### src/rtl/split_addr_pkg.sv
package split_addr_pkg;
  localparam int ADDR_W   = 16;
  localparam int REG_N    = 6;
  localparam logic [7:0] REG_BASE = 8'h0C;

  typedef struct packed {
    logic [ADDR_W-1:0] s1_start;
    logic [ADDR_W-1:0] s2_start;
    logic [15:0]       s1_lines;
  } split_cfg_t;
endpackage

### src/rtl/split_regs.sv
module split_regs
  import split_addr_pkg::*;
(
  input  logic       clk,
  input  logic       rst_n,
  input  logic       we,
  input  logic [7:0] addr,
  input  logic [7:0] wdata,
  input  logic       load,
  output split_cfg_t shadow_cfg,
  output split_cfg_t active_cfg
);
  logic [7:0] sh_q  [REG_N];
  logic [7:0] sh_d  [REG_N];
  logic [7:0] act_q [REG_N];

  for (genvar i = 0; i < REG_N; i++) begin : g_byte
    assign sh_d[i] = (we && (addr == REG_BASE + 8'(i))) ? wdata : sh_q[i];

    always_ff @(posedge clk or negedge rst_n) begin
      if (!rst_n) begin
        sh_q[i]  <= '0;
        act_q[i] <= '0;
      end else begin
        sh_q[i] <= sh_d[i];
        if (load) act_q[i] <= sh_q[i];
      end
    end
  end

  assign shadow_cfg = '{s1_start: {sh_q[1], sh_q[0]},
                        s2_start: {sh_q[3], sh_q[2]},
                        s1_lines: {sh_q[5], sh_q[4]}};
  assign active_cfg = '{s1_start: {act_q[1], act_q[0]},
                        s2_start: {act_q[3], act_q[2]},
                        s1_lines: {act_q[5], act_q[4]}};
endmodule

### src/rtl/split_word_ctr.sv
module split_word_ctr
  import split_addr_pkg::*;
#(
  parameter int STRIDE_W = 8
) (
  input  logic                clk,
  input  logic                rst_n,
  input  logic                abort,
  input  logic                start,
  input  logic [ADDR_W-1:0]   base,
  input  logic [STRIDE_W-1:0] stride,
  output logic                fetch,
  output logic [ADDR_W-1:0]   word_addr,
  output logic                last
);
  logic                busy_q, busy_d;
  logic [STRIDE_W-1:0] idx_q, idx_d;
  logic [ADDR_W-1:0]   addr_q, addr_d;

  assign last = busy_q && (idx_q == stride - 1'b1);

  always_comb begin
    busy_d = busy_q;
    idx_d  = idx_q;
    addr_d = addr_q;
    if (abort) begin
      busy_d = 1'b0;
    end else if (busy_q) begin
      addr_d = addr_q + 1'b1;
      idx_d  = idx_q + 1'b1;
      if (last) busy_d = 1'b0;
    end else if (start && (stride != '0)) begin
      busy_d = 1'b1;
      idx_d  = '0;
      addr_d = base;
    end
  end

  always_ff @(posedge clk or negedge rst_n) begin
    if (!rst_n) begin
      busy_q <= 1'b0;
      idx_q  <= '0;
      addr_q <= '0;
    end else begin
      busy_q <= busy_d;
      idx_q  <= idx_d;
      addr_q <= addr_d;
    end
  end

  assign fetch     = busy_q;
  assign word_addr = addr_q;
endmodule

### src/rtl/split_line_ctl.sv
module split_line_ctl
  import split_addr_pkg::*;
#(
  parameter int LINE_W   = 10,
  parameter int STRIDE_W = 8
) (
  input  logic                clk,
  input  logic                rst_n,
  input  logic                frame_start,
  input  logic                portrait,
  input  logic [LINE_W-1:0]   panel_lines,
  input  logic [STRIDE_W-1:0] stride,
  input  logic [ADDR_W-1:0]   first_start,
  input  logic [ADDR_W-1:0]   second_start,
  input  logic [LINE_W-1:0]   s1_lines,
  input  logic                line_done,
  output logic [ADDR_W-1:0]   line_base,
  output logic                line_ok,
  output logic                region
);
  logic [ADDR_W-1:0] base_q, base_d;
  logic [LINE_W-1:0] cnt_q, cnt_d;
  logic              reg_q, reg_d;
  logic              split_now;

  assign split_now = !portrait && (s1_lines < panel_lines) &&
                     ({1'b0, cnt_q} + 1'b1 == {1'b0, s1_lines});

  always_comb begin
    base_d = base_q;
    cnt_d  = cnt_q;
    reg_d  = reg_q;
    if (frame_start) begin
      base_d = first_start;
      cnt_d  = '0;
      reg_d  = 1'b0;
    end else if (line_done) begin
      cnt_d = cnt_q + 1'b1;
      if (split_now) begin
        base_d = second_start;
        reg_d  = 1'b1;
      end else begin
        base_d = base_q + ADDR_W'(stride);
      end
    end
  end

  always_ff @(posedge clk or negedge rst_n) begin
    if (!rst_n) begin
      base_q <= '0;
      cnt_q  <= '0;
      reg_q  <= 1'b0;
    end else begin
      base_q <= base_d;
      cnt_q  <= cnt_d;
      reg_q  <= reg_d;
    end
  end

  assign line_base = base_q;
  assign line_ok   = cnt_q < panel_lines;
  assign region    = reg_q;
endmodule

### src/rtl/split_addr_gen.sv
module split_addr_gen
  import split_addr_pkg::*;
#(
  parameter int LINE_W   = 10,
  parameter int STRIDE_W = 8
) (
  input  logic                clk,
  input  logic                rst_n,
  input  logic                frame_start,
  input  logic                line_start,
  input  logic [LINE_W-1:0]   panel_lines,
  input  logic [STRIDE_W-1:0] word_stride,
  input  logic                portrait,
  input  logic                reg_we,
  input  logic [7:0]          reg_addr,
  input  logic [7:0]          reg_wdata,
  output logic                fetch,
  output logic [15:0]         word_addr,
  output logic                region
);
  logic [1:0] rst_sync_q;
  logic       rst_int_n;

  always_ff @(posedge clk or negedge rst_n) begin
    if (!rst_n) rst_sync_q <= 2'b00;
    else        rst_sync_q <= {rst_sync_q[0], 1'b1};
  end
  assign rst_int_n = rst_sync_q[1];

  split_cfg_t        shadow_cfg, active_cfg;
  logic [ADDR_W-1:0] line_base;
  logic              line_ok, line_done, burst_go;

  split_regs u_regs (
    .clk        (clk),
    .rst_n      (rst_int_n),
    .we         (reg_we),
    .addr       (reg_addr),
    .wdata      (reg_wdata),
    .load       (frame_start),
    .shadow_cfg (shadow_cfg),
    .active_cfg (active_cfg)
  );

  split_line_ctl #(.LINE_W(LINE_W), .STRIDE_W(STRIDE_W)) u_line (
    .clk          (clk),
    .rst_n        (rst_int_n),
    .frame_start  (frame_start),
    .portrait     (portrait),
    .panel_lines  (panel_lines),
    .stride       (word_stride),
    .first_start  (shadow_cfg.s1_start),
    .second_start (active_cfg.s2_start),
    .s1_lines     (active_cfg.s1_lines[LINE_W-1:0]),
    .line_done    (line_done),
    .line_base    (line_base),
    .line_ok      (line_ok),
    .region       (region)
  );

  assign burst_go = line_start && line_ok;

  split_word_ctr #(.STRIDE_W(STRIDE_W)) u_word (
    .clk       (clk),
    .rst_n     (rst_int_n),
    .abort     (frame_start),
    .start     (burst_go),
    .base      (line_base),
    .stride    (word_stride),
    .fetch     (fetch),
    .word_addr (word_addr),
    .last      (line_done)
  );
endmodule

### config.mk
export PLATFORM = sky130hd
export DESIGN_NAME = split_addr_gen
export DESIGN_NICKNAME = d
export VERILOG_FILES = /design/src/rtl/split_addr_pkg.sv /design/src/rtl/split_regs.sv /design/src/rtl/split_word_ctr.sv /design/src/rtl/split_line_ctl.sv /design/src/rtl/split_addr_gen.sv
export SDC_FILE = /design/constraint.sdc
export NUM_CORES = 1
export LEC_CHECK = 0
export BUFFER_PORTS_ARGS = -buffer_cell sky130_fd_sc_hd__buf_4
export CAP_MARGIN = 20
export CORE_ASPECT_RATIO = 1.1
export CORE_UTILIZATION = 60
export DETAILED_ROUTE_END_ITERATION = 10
export PLACE_DENSITY = 0.8
export SLEW_MARGIN = 20
export SYNTH_ARGS = -nofsm -noshare
export SYNTH_HDL_FRONTEND = slang
export SYNTH_SLANG_ARGS = --single-unit
### constraint.sdc
create_clock -name clk -period 5.23 [get_ports clk]
set_input_delay 1.046 -clock clk [delete_from_list [all_inputs] [get_ports clk]]
set_output_delay 1.046 -clock clk [all_outputs]
set_load 0.02 [all_outputs]
======== Word-level counts from Yosys, hierarchy flattened ========
Cells that the tools add are included.
operators by class
  add/subtract/negate cells ............... 6
  $lt $le $gt $ge ......................... 2
  eq/ne operators ......................... 8
  mux-type cells .......................... 16
  bitwise logic cells ..................... 1
  reductions and logical operators ........ 18
operators with widths
  operator                                              number
  2-to-1 mux 16 bit                                     5
  equality test 8 x 4 -> 1 bit (second input constant)  4
  < comparator 10 bit                                   2
  2-to-1 mux 10 bit                                     2
  adder 16 x 1 -> 16 bit (second input constant)        1
  adder 16 x 8 -> 16 bit                                1
  equality test 8 x 5 -> 1 bit (second input constant)  2
  2-to-1 mux 8 bit                                      2
  adder 10 x 1 -> 11 bit (second input constant)        1
  equality test 11 x 10 -> 1 bit                        1
  logical AND 1 bit                                     11
  adder 10 x 1 -> 10 bit (second input constant)        1
  adder 8 x 1 -> 8 bit (second input constant)          1
  equality test 8 bit                                   1
  nonzero test 8 bit                                    1
  subtractor 8 x 1 -> 8 bit (second input constant)     1
  2-to-1 mux 1 bit                                      7
  nonzero test 2 bit                                    3
  AND reduction 2 bit                                   2
  logical NOT 1 bit                                     1
  inverter 1 bit                                        1
word-level totals
  register bits after elaboration ......... 122
  bits of input ports ..................... 40
  output and inout port bits .............. 18
  logic and storage cells ................. 68

======== Longest topological paths before layout ========
  depth in word-level cells ............... 6
  mapped depth ............................ 11
  depth with buffers taken out ............ 10

======== Cells and area by module ========
From an unflattened synthesis, not the netlist that was laid out.
unflattened totals
  cell total of the unflattened synthesis .. 702
  area total of the unflattened synthesis .. 8,036.5 um2
by module, submodules not included
  module          instances  cells each  area each (um2)
  split_regs      1          211         3,703.6
  split_line_ctl  1          294         2,578.7
  split_word_ctr  1          193         1,694.1
  split_addr_gen  1          4           60.1

======== Worst setup path after synthesis ========
OpenSTA, ideal clock, no wires.
  path type ............................... input-to-reg
  from .................................... input panel_lines[7]
  to ...................................... register u_word.idx_q[6]
  setup time .............................. 0.078 ns
  data arrival time ....................... 3.027 ns
  path slack .............................. 2.125 ns
  stages .................................. 9
  path through ............................ inv_1 -> ha_1 -> a21o_1 -> a21o_1 -> a31o_2 -> a21oi_1 -> nor3_4 -> or4_1 -> a21boi_1
between the ends
  word-level cells in the longest chain between the ends .. 5
RTL lines
  item                                  line                  text
  start: declaration                    split_addr_gen.sv:11  input logic [LINE_W-1:0] panel_lines,
  < comparator 10 bit                   split_line_ctl.sv:61  assign line_ok = cnt_q < panel_lines;
  logical AND 1 bit                     split_addr_gen.sv:61  assign burst_go = line_start && line_ok;
  logical AND 1 bit                     split_word_ctr.sv:32  end else if (start && (stride != '0)) begin
  nonzero test 2 bit (no source line)   n/a
  AND reduction 2 bit (no source line)  n/a
  end signal: assignment                split_word_ctr.sv:46  idx_q <= idx_d;
  end: declaration                      split_word_ctr.sv:17  logic [STRIDE_W-1:0] idx_q, idx_d;
Every way passes these cells.
A chain may end at the register's enable or synchronous reset.

======== Final worst setup path ========
  from .................................... register u_line.cnt_q[2]
  to ...................................... register u_line.base_q[8] (netlist: u_line.line_base[8])
between the ends
  word-level cells in the longest chain between the ends .. 6
RTL lines
  item                            line                  text
  start: declaration              split_line_ctl.sv:22  logic [LINE_W-1:0] cnt_q, cnt_d;
  start signal: assignment        split_line_ctl.sv:55  cnt_q <= cnt_d;
  adder 10 x 1 -> 11 bit          split_line_ctl.sv:27  ({1'b0, cnt_q} + 1'b1 == {1'b0, s1_lines});
  equality test 11 x 10 -> 1 bit  split_line_ctl.sv:27
  logical AND 1 bit               split_line_ctl.sv:26  assign split_now = !portrait && (s1_lines < panel_lines) &&
  2-to-1 mux 16 bit               split_line_ctl.sv:39  if (split_now) begin
  2-to-1 mux 16 bit               split_line_ctl.sv:37  end else if (line_done) begin
  2-to-1 mux 16 bit               split_line_ctl.sv:33  if (frame_start) begin
  end signal: assignment          split_line_ctl.sv:54  base_q <= base_d;
  end: declaration                split_line_ctl.sv:21  logic [ADDR_W-1:0] base_q, base_d;
Every way passes these cells. The select of a mux whose other input is x is not followed.

==> results.ini <==
[final_layout]
stdcell_count=894
final_util_pct=71.2
nFillCells=852
drive_gt1_share_pct=23.5
multi_input_area_um2=3780
final_common_cell=dfrtp_1
diodes=0
area_growth_pct=15.8
layout_common_cells=dfrtp_1, mux2_2, buf_4, nand2_1
nets=803
seq_area_um2=3060

[synth]
synth_area_um2=7030
async_reset_ff_share_pct=100
ys_warn_count=0
seq_area_frac_synth_pct=43.4
synthFlopType=dfrtp_1
ys_ff_latch=122
yosys.cell_types.count=69
syn_avg_cell_area_um2=10.4
synth_cells=677
syn-num-nets=749
synth_edf_count=0
synth_area_leaders=dfrtp_1, mux2_2, ha_1, mux2i_1, nand2_1
synth_largest_area_cell=dfrtp_1
synth_top_area_share_pct=43.4

[timing]
fmax_mhz=299
finClkSkew_ns=0.00783
rsz0062_at_grt=no
setup_viol=0
min_period_ns=3.34
tns_ns=0
worst_hold_slack_ns=0.351
timing.max_slew.rel_slack_pct=30.4
slew_viol_final=0
hold_viol_final=0
post-route-period-util_pct=63.9
worst_slew_pin_slew_ns=1.04

[drt]
first_pass_iters=7
drc_errors=0
wire_per_inst_um=18.5
via_per_inst=6.21
wl_um=16500
vias=5553
postRouteAntennaNets=0
drt_iter0_drc=428

[global_route]
antenna_found_initial=0
grt_usage_pct=29.4
grt_pass1_vias=5647
grt_pass1_wl_um=27500
overflow=0
grt_max_degree=70

[clock_tree]
root_buffer=clkbuf_16
cts_buffer_depth=2
cts_tree=yes
numCtsBuffers=17
clk_latency_ns=0.42
path_clk_slew_ns=0.06
htreeDepth=4
numClockSinks=122
post_cts_buffers=0
hold_buffers=0
cts_resized=0

[power]
finalPower_uw=2750
powerDensity_nw_per_um2=337
peakVddDrop_mv=0.210
p_leak_uw=0.00389

[floorplanning]
core_um2=11400
dieHeight_um=116
start_util_pct=61.5
die_x_um=105
ioPinCount=58
die-area_um2=12200
rows=41

[critical_path]
crit_path_end_kind=flip-flop
critPathMaxFanout=18
crit_required_ns=5.48
startpoint_type=flip-flop
critPathKind=flip-flop to flip-flop
arrival_ns=3.59

[job]
maxCapViolCount=0

[placement]
dp_cells=862
dpl.hpwl_um=11700
place.gp.congestion=0.906
port_buffers=57

[status]
outcome=finished, final reports clean

[hold_path]
hold_class=flip-flop to flip-flop

## report_power, final
| group | switching (uW) | internal, uW | total, uW |
|---|---|---|---|
| Clock | 423 | 723 | 1150 |
| Sequential | 112 | 1030 | 1140 |
| Combinational | 243 | 221 | 464 |
## path summary, 6_finish.rpt
| path | start | to | slack (ns) | cells after the start |
|---|---|---|---|---|
| setup reg to reg | u_line.cnt_q[2] | u_line.line_base[8] | 1.89 | 7 |
| hold reg to reg | rst_sync_q[0] | rst_sync_q[1] | 0.35 | 0 |
| hold / removal | rst_sync_q[0] | rst_sync_q[1] | 0.35 | 0 |
| setup / recovery | u_line.cnt_q[2] | u_line.line_base[8] | 1.89 | 7 |
| max in group asynchronous | rst_sync_q[1] | u_word.word_addr[15] | 3.58 | 1 |
| min in group asynchronous | rst_n | rst_sync_q[0] | 0.40 | 1 |
## metrics by stage
stage                     setup WS [ns]  area (um^2)
final                              1.89         8150
after global placement             1.72         7570
after global routing               1.61         8150
after detailed placement           1.59         7570
after CTS                          1.91         8150
after floorplan                    1.58         7030
## synth_stat cells, drive strengths merged (6+ instances only)
library cell and number:
dfrtp 122, mux2 67, nand2 54, a21oi 34, nor2 34, ha 31, o21ai 28, nand3 27
mux2i 21, inv 20, xnor2 20, clkbuf 16, nor3 16, o211ai 13, xor2 12, buf 11
a211oi 10, and3 10, nor2b 10, nand2b 9, a31oi 8, o21a 8, or3 8, a21o 7
o22a 7, nand4 6, nor4 6
## flip-flops by register name, indices dropped and copies added, names as in the netlist
name	cells
rst_sync_q	2
u_line.line_base	16
u_word.fetch	1
u_line.cnt_q	10
u_line.region	1
u_word.word_addr	16
u_regs.active_cfg	26
u_regs.shadow_cfg	42
u_word.idx_q	8
## routing by layer
| metal | vias to the layer above | routed length (um) | global-route usage, % |
|---|---|---|---|
| met1 | 2714 | 7020 | 37.2 |
| met2 | 197 | 8130 | 48.6 |
| met3 | 43 | 951 | 6.19 |
| met5 | - | 0 | 0 |
| met4 | 0 | 444 | 14.4 |
| li1 | 2599 | - | - |
## worst max-delay path, cell delays in order (launching register included)
cell	delay (ns)
dfrtp_1	0.47
nand3_1	0.41
or3b_1	0.49
a211oi_1	0.30
o2111a_1	0.23
nand3_1	0.72
nor3_1	0.47
a211oi_1	0.07
## area by class of cell
class	count	area share [%]
clock buffers	21	5.65
inverters	20	0.922
flip-flops and latches	122	37.5
repair buffers	62	5.71
clock inverters	11	1.46
well taps	150	2.30
multi-input cells	508	46.4
## logic make-up (layout without fill, tap and decap cells)
group	count (synthesis)	after routing	share of synthesized area, %
adders and majority gates	32	32	5.80
other	1	1	0.0533
DFF	122	122	43.4
AOI/OAI and AO/OA	152	152	15.3
muxes	88	88	13.7
xor gates and xnor gates	32	32	3.98
buffers and inverters	47	114	2.85
and+or+nand+nor	203	203	14.9
No activity file was read; power rests on OpenSTA's default activity.
